[config.mk]
export PLATFORM = sky130hd
export DESIGN_NAME = runaway_guard
export DESIGN_NICKNAME = d
export VERILOG_FILES = /design/src/rtl/rg_pkg.sv /design/src/rtl/rg_rst_sync.sv /design/src/rtl/rg_cfg_lock.sv /design/src/rtl/rg_interval_ctr.sv /design/src/rtl/rg_nmi_arb.sv /design/src/rtl/runaway_guard.sv
export SDC_FILE = /design/constraint.sdc
export NUM_CORES = 1
export LEC_CHECK = 0
export ABC_CLOCK_PERIOD_IN_PS = 2100
export CORE_MARGIN = 5
export CORE_UTILIZATION = 61
export DETAILED_ROUTE_END_ITERATION = 12
export PLACE_DENSITY = 0.85
export SYNTH_ARGS = -nofsm -noshare
export SYNTH_HDL_FRONTEND = slang
export SYNTH_SLANG_ARGS = --single-unit
[constraint.sdc]
create_clock -name clk -period 2.1 [get_ports clk]
set_input_delay 0.42 -clock clk [delete_from_list [all_inputs] [get_ports clk]]
set_output_delay 0.42 -clock clk [all_outputs]
set_load 0.02 [all_outputs]
[src/rtl/rg_pkg.sv]
package rg_pkg;
  localparam int unsigned RG_MAX_EXP = 21;
  localparam int unsigned RG_NUM_IVAL = 4;

  typedef enum logic [1:0] {
    IVAL_17 = 2'd0,
    IVAL_19 = 2'd1,
    IVAL_20 = 2'd2,
    IVAL_21 = 2'd3
  } rg_ival_e;

  typedef enum logic {
    SRC_PIN = 1'b0,
    SRC_WDT = 1'b1
  } rg_src_e;

  // Unscaled interval exponent for each code.
  function automatic int unsigned rg_exp(input int unsigned code);
    case (code)
      0:       rg_exp = 17;
      1:       rg_exp = 19;
      2:       rg_exp = 20;
      default: rg_exp = 21;
    endcase
  endfunction
endpackage

[src/rtl/rg_rst_sync.sv]
module rg_rst_sync (
  input  logic clk,
  input  logic rst_n,
  output logic rst_sync_n
);
  logic [1:0] sync_q;

  always_ff @(posedge clk or negedge rst_n) begin
    if (!rst_n) sync_q <= 2'b00;
    else        sync_q <= {sync_q[0], 1'b1};
  end

  assign rst_sync_n = sync_q[1];
endmodule

[src/rtl/rg_cfg_lock.sv]
module rg_cfg_lock
  import rg_pkg::*;
(
  input  logic       clk,
  input  logic       rst_n,
  input  logic       cfg_we,
  input  logic       cfg_enable,
  input  logic [1:0] cfg_interval,
  input  logic       cfg_wdt_first,
  output logic       en_o,
  output logic [1:0] ival_o,
  output logic       wdt_first_o
);
  logic     en_q, en_d;
  rg_ival_e ival_q, ival_d;
  logic     wf_q, wf_d;

  // Next state: priority is always writable; enable and interval only while disarmed.
  always_comb begin
    en_d   = en_q;
    ival_d = ival_q;
    wf_d   = wf_q;
    if (cfg_we) begin
      wf_d = cfg_wdt_first;
      if (!en_q) begin
        en_d   = cfg_enable;
        ival_d = rg_ival_e'(cfg_interval);
      end
    end
  end

  always_ff @(posedge clk or negedge rst_n) begin
    if (!rst_n) begin
      en_q   <= 1'b0;
      ival_q <= IVAL_17;
      wf_q   <= 1'b0;
    end else if (cfg_we) begin
      en_q   <= en_d;
      ival_q <= ival_d;
      wf_q   <= wf_d;
    end
  end

  assign en_o        = en_q;
  assign ival_o      = ival_q;
  assign wdt_first_o = wf_q;
endmodule

[src/rtl/rg_interval_ctr.sv]
module rg_interval_ctr
  import rg_pkg::*;
#(
  parameter int unsigned SHIFT = 0,
  parameter int unsigned CW    = RG_MAX_EXP - SHIFT
) (
  input  logic          clk,
  input  logic          rst_n,
  input  logic          en,
  input  logic [1:0]    ival,
  input  logic          kick,
  output logic          ovf_o,
  output logic [CW-1:0] cnt_o
);
  logic [CW-1:0] term [RG_NUM_IVAL];
  logic [CW-1:0] cnt_q, cnt_d;
  logic          hit;
  logic          cnt_ce;

  // Terminal count (interval - 1) for every code.
  for (genvar g = 0; g < RG_NUM_IVAL; g++) begin : g_term
    localparam int unsigned EXP = rg_exp(g) - SHIFT;
    assign term[g] = CW'((32'd1 << EXP) - 32'd1);
  end

  assign hit   = en && (cnt_q == term[ival]);
  assign ovf_o = hit && !kick;          // a clear in the overflow cycle wins

  always_comb begin
    if (!en || kick || hit) cnt_d = '0;
    else                    cnt_d = cnt_q + CW'(1);
  end

  assign cnt_ce = en || (cnt_q != '0);

  always_ff @(posedge clk or negedge rst_n) begin
    if (!rst_n)      cnt_q <= '0;
    else if (cnt_ce) cnt_q <= cnt_d;
  end

  assign cnt_o = cnt_q;
endmodule

[src/rtl/rg_nmi_arb.sv]
module rg_nmi_arb
  import rg_pkg::*;
(
  input  logic clk,
  input  logic rst_n,
  input  logic wdt_set,
  input  logic pin_set,
  input  logic ack,
  input  logic wdt_first,
  output logic wdt_pend_o,
  output logic pin_pend_o,
  output logic req_o,
  output logic src_o
);
  logic    wdt_q, wdt_d;
  logic    pin_q, pin_d;
  logic    sel_wdt;
  rg_src_e src;

  assign sel_wdt = wdt_q && (!pin_q || wdt_first);
  assign src     = sel_wdt ? SRC_WDT : SRC_PIN;

  // A new request in the same cycle as its acknowledge keeps the flag set.
  always_comb begin
    wdt_d = wdt_set || (wdt_q && !(ack && sel_wdt));
    pin_d = pin_set || (pin_q && !(ack && !sel_wdt));
  end

  always_ff @(posedge clk or negedge rst_n) begin
    if (!rst_n) begin
      wdt_q <= 1'b0;
      pin_q <= 1'b0;
    end else begin
      wdt_q <= wdt_d;
      pin_q <= pin_d;
    end
  end

  assign wdt_pend_o = wdt_q;
  assign pin_pend_o = pin_q;
  assign req_o      = wdt_q || pin_q;
  assign src_o      = src;
endmodule

[src/rtl/runaway_guard.sv]
module runaway_guard
  import rg_pkg::*;
#(
  parameter int unsigned SHIFT = 0
) (
  input  logic       clk,
  input  logic       rst_n,
  input  logic       cfg_we,
  input  logic       cfg_enable,
  input  logic [1:0] cfg_interval,
  input  logic       cfg_wdt_first,
  input  logic       kick,
  input  logic       nmi_pin_req,
  input  logic       nmi_ack,
  output logic       wdt_req,
  output logic       nmi_req,
  output logic       nmi_src
);
  localparam int unsigned CW = RG_MAX_EXP - SHIFT;

  logic          rst_sync_n;
  logic          en_q;
  logic [1:0]    ival_q;
  logic          wfirst_q;
  logic          ovf;
  logic [CW-1:0] cnt;
  logic          pin_pend;

  rg_rst_sync u_rst (
    .clk        (clk),
    .rst_n      (rst_n),
    .rst_sync_n (rst_sync_n)
  );

  rg_cfg_lock u_cfg (
    .clk           (clk),
    .rst_n         (rst_sync_n),
    .cfg_we        (cfg_we),
    .cfg_enable    (cfg_enable),
    .cfg_interval  (cfg_interval),
    .cfg_wdt_first (cfg_wdt_first),
    .en_o          (en_q),
    .ival_o        (ival_q),
    .wdt_first_o   (wfirst_q)
  );

  rg_interval_ctr #(.SHIFT(SHIFT), .CW(CW)) u_ctr (
    .clk   (clk),
    .rst_n (rst_sync_n),
    .en    (en_q),
    .ival  (ival_q),
    .kick  (kick),
    .ovf_o (ovf),
    .cnt_o (cnt)
  );

  rg_nmi_arb u_arb (
    .clk        (clk),
    .rst_n      (rst_sync_n),
    .wdt_set    (ovf),
    .pin_set    (nmi_pin_req),
    .ack        (nmi_ack),
    .wdt_first  (wfirst_q),
    .wdt_pend_o (wdt_req),
    .pin_pend_o (pin_pend),
    .req_o      (nmi_req),
    .src_o      (nmi_src)
  );
endmodule

==> results of run 1 <==
[Yosys cell counts, drive strengths merged (3+ instances only)]
cell,instances
dfrtp,29
a31oi,12
nand2,10
nand3,8
nand4,8
xnor2,8
or3,6
a32oi,5
inv,5
nor2,5
o21ai,5
xor2,5
and4,4
nand2b,4
nor4,4
a211oi,3
mux2,3
nor2b,3
or4,3
[power by group through the flow]
| stage | Combinational (mW) | Sequential, mW | Clock (mW) |
|---|---|---|---|
| finish | 0.115 | 0.594 | 0.352 |
| global route | 0.125 | 0.597 | 0.389 |
| CTS | 0.113 | 0.594 | 0.354 |
| detailed placement | 0.112 | 0.605 | 0 |
| global placement | 0.108 | 0.602 | 0 |
| floorplan | 0.0602 | 0.607 | 0 |
[through the flow]
stage / instance area, um^2 / hold slack, ps
after CTS: 1800 / 231
after global placement: 1740 / 241
after global routing: 1810 / 218
final: 1810 / 231
after detailed placement: 1740 / 253
after floorplan: 1560 / 124
[layout make-up]
type	count	area (um^2)
repair buffers	17	173
well taps	30	37.5
clock buffers	7	55.1
fillers	176	647
multi-input cells	115	798
flip-flops and latches	29	726
inverters	5	18.8
[per-layer routing]
layer | vias up | GRT usage | share of wire
li1 | 627 | - | -
met1 | 657 | 0.271 | 0.40
met2 | 66 | 0.377 | 0.48
met3 | 21 | 0.0830 | 0.076
met4 | 0 | 0.124 | 0.038
met5 | - | 0 | 0
[cell families (layout without fill, tap and decap cells)]
| kind of cell | Yosys count | count (layout) | share of synthesized area |
|---|---|---|---|
| simple gates | 62 | 62 | 0.234 |
| compound gates | 34 | 34 | 0.161 |
| flops | 29 | 29 | 0.465 |
| xor+xnor | 13 | 13 | 0.0730 |
| buf+inv | 9 | 29 | 0.0273 |
| mux | 3 | 3 | 0.0217 |
| fa+ha+maj | 2 | 2 | 0.0160 |
| other cells | 1 | 1 | 0.00241 |
[flip-flops by register name, indices dropped and copies added (netlist names)]
| signal | count |
|---|---|
| u_rst.sync_q | 2 |
| u_arb.wdt_pend_o | 1 |
| u_cfg.wdt_first_o | 1 |
| u_arb.pin_pend_o | 1 |
| u_cfg.ival_o | 2 |
| u_cfg.en_o | 1 |
| u_ctr.cnt_o | 21 |
[cells in the final DEF (no fill, tap or decap), drive strengths merged]
| master | count |
|---|---|
| nor4b | 1 |
| nor2b | 3 |
| dfrtp | 29 |
| and3 | 1 |
| o21ai | 5 |
| a31oi | 12 |
| a41o | 1 |
| nand2b | 4 |
| a21o | 2 |
| clkdlybuf4s50 | 11 |
| or2 | 1 |
| a211o | 1 |
| a211oi | 3 |
| nor4 | 4 |
| nor2 | 5 |
| and2 | 2 |
| nand4 | 8 |
| or4 | 3 |
| dlymetal6s2s | 1 |
| nand3 | 8 |
| or3 | 6 |
| clkbuf | 7 |
| mux2 | 3 |
| nor3 | 2 |
| conb | 1 |
| inv | 5 |
| xor2 | 5 |
| ha | 2 |
| buf | 5 |
| and4 | 4 |
| a22o | 1 |
| nand2 | 10 |
| o31ai | 2 |
| o22ai | 2 |
| xnor2 | 8 |
| a32oi | 5 |
[what timing repair did]
action                     in CTS  in global routing
gates resized for setup         0                  2
buffers inserted                0                  0
setup endpoints to repair       0                  3
[path summary, 6_finish.rpt]
| path | to | slack (ps) | cells after the start |
|---|---|---|---|
| setup / recovery | nmi_req | 90 | 2 |
| hold / removal | u_rst.sync_q[1] | 230 | 1 |
| setup reg to reg | u_ctr.cnt_o[19] | 120 | 7 |
| hold reg to reg | u_ctr.cnt_o[12] | 240 | 1 |
| max in group asynchronous | u_ctr.cnt_o[0] | 1600 | 1 |
| min in group clk | u_rst.sync_q[1] | 360 | 0 |
==> results.yml, run 1 <==
hold_path:
  holdCritPathClass: "input pin to async pin"
sta:
  tns_ps: 0
  min_period_ps: 2010
  maxSlewViolCount: 0
  hold_viol_final: 0
  grt_setup_unrepaired: "no"
  setup_violations: 0
  final_cycle_share: 0.959
  finalWorstSetupSlack_ps: 86.2
  fmax_mhz: 497
  skew_ps: 5.51
global_routing:
  groute.usage.overall: 0.232
  antenna_found_initial: 0
  grt_overflow: 0
  grt_pass1_vias: 1395
  grt_first_pass_wirelength_um: 6190
  grt_start_max_net_pins: 28
pwr:
  switchingPower_mw: 0.272
  power_frac_comb: 0.108
  power.leakage_nw: 0.719
  p_int_mw: 0.789
  power.share.switching: 0.256
  power.ir.vdd_worst_v: 0.000465
  fin_total_pwr_mw: 1.06
  clkPwrFrac: 0.332
  power.density_nw_per_um2: 587
  power_frac_seq: 0.560
synthesis:
  mappedNetlistNets: 165
  proportion_of_synthesized_flip_flops_having_asynchronous_set_or_reset: 1.00
  synth.top_cells.by_area: "sky130_fd_sc_hd__dfrtp_1 47%, sky130_fd_sc_hd__a31oi_1 4.8%, sky130_fd_sc_hd__xnor2_1 4.5%"
  syn_std_cell_area_um2: 1560
  synth.top_cell.area_share: 0.465
  yosysUniqueCellTypes: 39
  edff_count_synth: 0
  syn_inst: 153
  yosys_register_bits: 29
  synth_sequential_area_ratio: 0.465
  synthesis.yosys.warnings: 0
  yosysTopAreaCell: "sky130_fd_sc_hd__dfrtp_1"
  post_synth.cell_area_avg_um2: 10.2
  ys_dominant_reg_cell: "sky130_fd_sc_hd__dfrtp_1"
placed_design:
  port-buffer-count: 12
  detailedPlace.worstSlack_ps: 137
  detailedPlacementHpwl_um: 2480
  gp_routability_congestion: 0.814
  place.detailed.instances: 196
clocking:
  clock_latency_ps: 340
  cts.reportedPaths.clkPinSlew_ps: 90
  cts_max_level: 2
  clockBufferDepth: 2
  cts-buffers-inserted: 5
  post_cts_hold_buffer_count: 0
  total_number_of_clock_tree_sinks: 29
  clock_tree.root_cell: "sky130_fd_sc_hd__clkbuf_4"
  cts_tree: "yes"
worst_setup_path:
  crit_fanout: 4
  critical_path.startpoint_type: "register"
  path_cells: "or2_2 -> clkdlybuf4s50_1"
  timing_worst_setup_path_type: "register to output port"
  critPathLaunch: "u_arb.wdt_pend_o"
  worst_path_buf_inv: 1
  reg2reg_from: "u_ctr.cnt_o[1]"
  critical_path_arrival_ps: 1590
  path_delay_family: "buffers and inverters"
  required_ps: 1680
  slowest_delay_ps: 540
  critical-path-slowest-cell: "sky130_fd_sc_hd__clkdlybuf4s50_1"
  cp-end-kind: "output port"
layout:
  finalCoreUtilization: 0.736
  final_cells: 203
  drive_gt1_frac: 0.116
  diodes: 0
  layout.nets: 185
  layout-area-overhead-vs-synth_pct: 16.0
floorplan:
  std_cell_rows: 18
  die_h_um: 60.6
  core-area_um2: 2450
  initial_core_util: 0.635
  top_level_ports: 13
  die_width_um: 60.6
  dieArea_um2: 3670
drt:
  drt_first_pass_iters: 5
  routed_wire_length_per_instance_um: 17.8
  wl_um: 3620
  drt_first_iter_violations: 67
  drcViolationCount: 0
  vias: 1371
  ant_nets: 0
  per_cell_via_count_in_the_routed_design: 6.75
flow_run:
  max_cap_violations: 0
run_status:
  status: "complete, no violations"
Power figures use the tool's default switching activity.
==> run 2: changes to the inputs <==
--- a/config.mk
+++ b/config.mk
@@ -6,10 +6,11 @@
 export NUM_CORES = 1
 export LEC_CHECK = 0
 export ABC_CLOCK_PERIOD_IN_PS = 2100
+export CAP_MARGIN = 20
 export CORE_MARGIN = 5
-export CORE_UTILIZATION = 61
+export CORE_UTILIZATION = 52
 export DETAILED_ROUTE_END_ITERATION = 12
-export PLACE_DENSITY = 0.85
+export PLACE_DENSITY = 0.75
 export SYNTH_ARGS = -nofsm -noshare
 export SYNTH_HDL_FRONTEND = slang
 export SYNTH_SLANG_ARGS = --single-unit
==> run 2 against run 1 <==
Final area is 0.55% higher. Register-to-register slack better by 30 ps. Hold slack better by 7.4 ps. Sequential cell count stayed put. Non-clock buffer count is 5 higher. Setup slack better by 33 ps. Die area is 14% higher. Clock skew is 1.9 ps higher. Clock power is 9.4% lower. Clock-buffer cell count is 1 higher.
==> results.yml, run 2 (synthesis results as in run 1) <==
run_status:
  status: "complete, no violations"
sta:
  fmax_mhz: 505
  grt_setup_unrepaired: "no"
  setup_violations: 0
  final_cycle_share: 0.943
  min_period_ps: 1980
  maxSlewViolCount: 0
  skew_ps: 7.38
  tns_ps: 0
  hold_viol_final: 0
flow_run:
  max_cap_violations: 0
layout:
  largest_reg_flops: 21
  layout-area-overhead-vs-synth_pct: 16.6
  nFillCells: 256
  drive_gt1_frac: 0.134
  diodes: 0
  mostFrequentLayoutCell: "sky130_fd_sc_hd__dfrtp_1"
  mostFrequentLayoutCells: "29 x sky130_fd_sc_hd__dfrtp_1, 12 x sky130_fd_sc_hd__a31oi_1, 12 x sky130_fd_sc_hd__clkdlybuf4s50_1, 10 x sky130_fd_sc_hd__nand2_1, 10 x sky130_fd_sc_hd__buf_4"
  layout.nets: 190
  finalCoreUtilization: 0.648
placed_design:
  port-buffer-count: 12
  gp_routability_congestion: 0.858
  detailedPlacementHpwl_um: 2520
clocking:
  clock_tree.root_cell: "sky130_fd_sc_hd__clkbuf_4"
  post_cts_hold_buffer_count: 0
  cts_repair_resize_count: 0
  clockBufferDepth: 2
  total_number_of_clock_tree_sinks: 29
  cts.repair_timing.setup_buffer_count: 0
  cts.reportedPaths.clkPinSlew_ps: 90
  cts_tree: "yes"
  clock_latency_ps: 330
  cts-buffers-inserted: 5
  cts_max_level: 2
global_routing:
  antenna_found_initial: 0
  grt_start_max_net_pins: 28
  groute.usage.overall: 0.184
  grt_first_pass_wirelength_um: 5940
  grt_overflow: 0
  grt_pass1_vias: 1265
worst_setup_path:
  cp-end-kind: "output port"
  critical_path.startpoint_type: "register"
  required_ps: 1680
  crit_fanout: 2
  worst-r2r-cell-count: 7
  timing_worst_setup_path_type: "register to output port"
  critical_path_arrival_ps: 1560
pwr:
  switchingPower_mw: 0.261
  power.density_nw_per_um2: 564
  p_int_mw: 0.763
  power_frac_seq: 0.579
  power.ir.vdd_worst_v: 0.000382
  power_frac_comb: 0.110
  clkPwrFrac: 0.311
  power.share.switching: 0.255
  power.leakage_nw: 0.713
drt:
  drt_first_iter_violations: 69
  per_cell_via_count_in_the_routed_design: 6.32
  vias: 1327
  wl_um: 3500
  ant_nets: 0
  drcViolationCount: 0
  routed_wire_length_per_instance_um: 16.7
  drt_first_pass_iters: 4
floorplan:
  dieArea_um2: 4190
  initial_core_util: 0.556
  core-area_um2: 2810
  top_level_ports: 13
  die_width_um: 64.8
  std_cell_rows: 19
  die_h_um: 64.8
hold_path:
  holdCritPathClass: "register to async pin"
## run 2: worst max-delay path, cell delays in order, from the launching register on
cell and delay, ps:
sky130_fd_sc_hd__dfrtp_1 380, sky130_fd_sc_hd__nand2b_1 150, sky130_fd_sc_hd__and2_1 160, sky130_fd_sc_hd__clkdlybuf4s50_1 540
## run 2: area by class of cell
class	count	area [um^2]	area share
Multi-Input combinational cell	115	791	0.435
Clock buffer	8	48.8	0.0268
Timing Repair Buffer	22	195	0.107
Inverter	5	18.8	0.0103
Tap cell	31	38.8	0.0213
Sequential cell	29	726	0.399
## run 2: routing by layer
metal / vias to the layer above / wire, um / GRT usage
li1: 632 / - / -
met1: 642 / 1510 / 0.233
met2: 45 / 1680 / 0.292
met3: 8 / 236 / 0.0415
met4: 0 / 74 / 0.103
met5: - / 0 / 0
## run 2: power groups by stage
| stage | clock, mW | combinational [mW] | sequential (mW) |
|---|---|---|---|
| floorplan | 0 | 0.0602 | 0.607 |
| global placement | 0 | 0.110 | 0.603 |
| detailed placement | 0 | 0.113 | 0.605 |
| CTS | 0.326 | 0.113 | 0.594 |
| global route | 0.358 | 0.122 | 0.597 |
| finish | 0.319 | 0.112 | 0.594 |
## run 2: per-stage QoR
step                      std cells  area, um^2  hold WS [ps]  power, mW  worst slack, ps
after floorplan                 153        1560           124      0.668              175
after global placement          200        1750           245      0.713              203
after detailed placement        200        1750           245      0.718              126
after CTS                       208        1800           237       1.03             91.3
after global routing            210        1820           227       1.08             20.5
final                           210        1820           238       1.02              119
## run 2: path summary, 6_finish.rpt
check / from / to / slack, ps
min in group clk: u_rst.sync_q[0] / u_rst.sync_q[1] / 360
max reg2reg: u_ctr.cnt_o[1] / u_ctr.cnt_o[15] / 150
max: u_cfg.wdt_first_o / nmi_src / 120
max in group asynchronous: u_rst.sync_q[1] / u_ctr.cnt_o[15] / 1600
min reg2reg: u_rst.sync_q[1] / u_ctr.cnt_o[16] / 240
min: u_rst.sync_q[1] / u_ctr.cnt_o[16] / 240
==> run 3: changes to the inputs <==
--- a/config.mk
+++ b/config.mk
@@ -9,8 +9,10 @@
 export CAP_MARGIN = 20
 export CORE_MARGIN = 5
 export CORE_UTILIZATION = 52
+export CTS_CLUSTER_DIAMETER = 150
 export DETAILED_ROUTE_END_ITERATION = 12
 export PLACE_DENSITY = 0.75
 export SYNTH_ARGS = -nofsm -noshare
 export SYNTH_HDL_FRONTEND = slang
 export SYNTH_SLANG_ARGS = --single-unit
+export TNS_END_PERCENT = 20
==> results of run 3 <==
Final layout, timing and power as in run 2 (identical DEF).
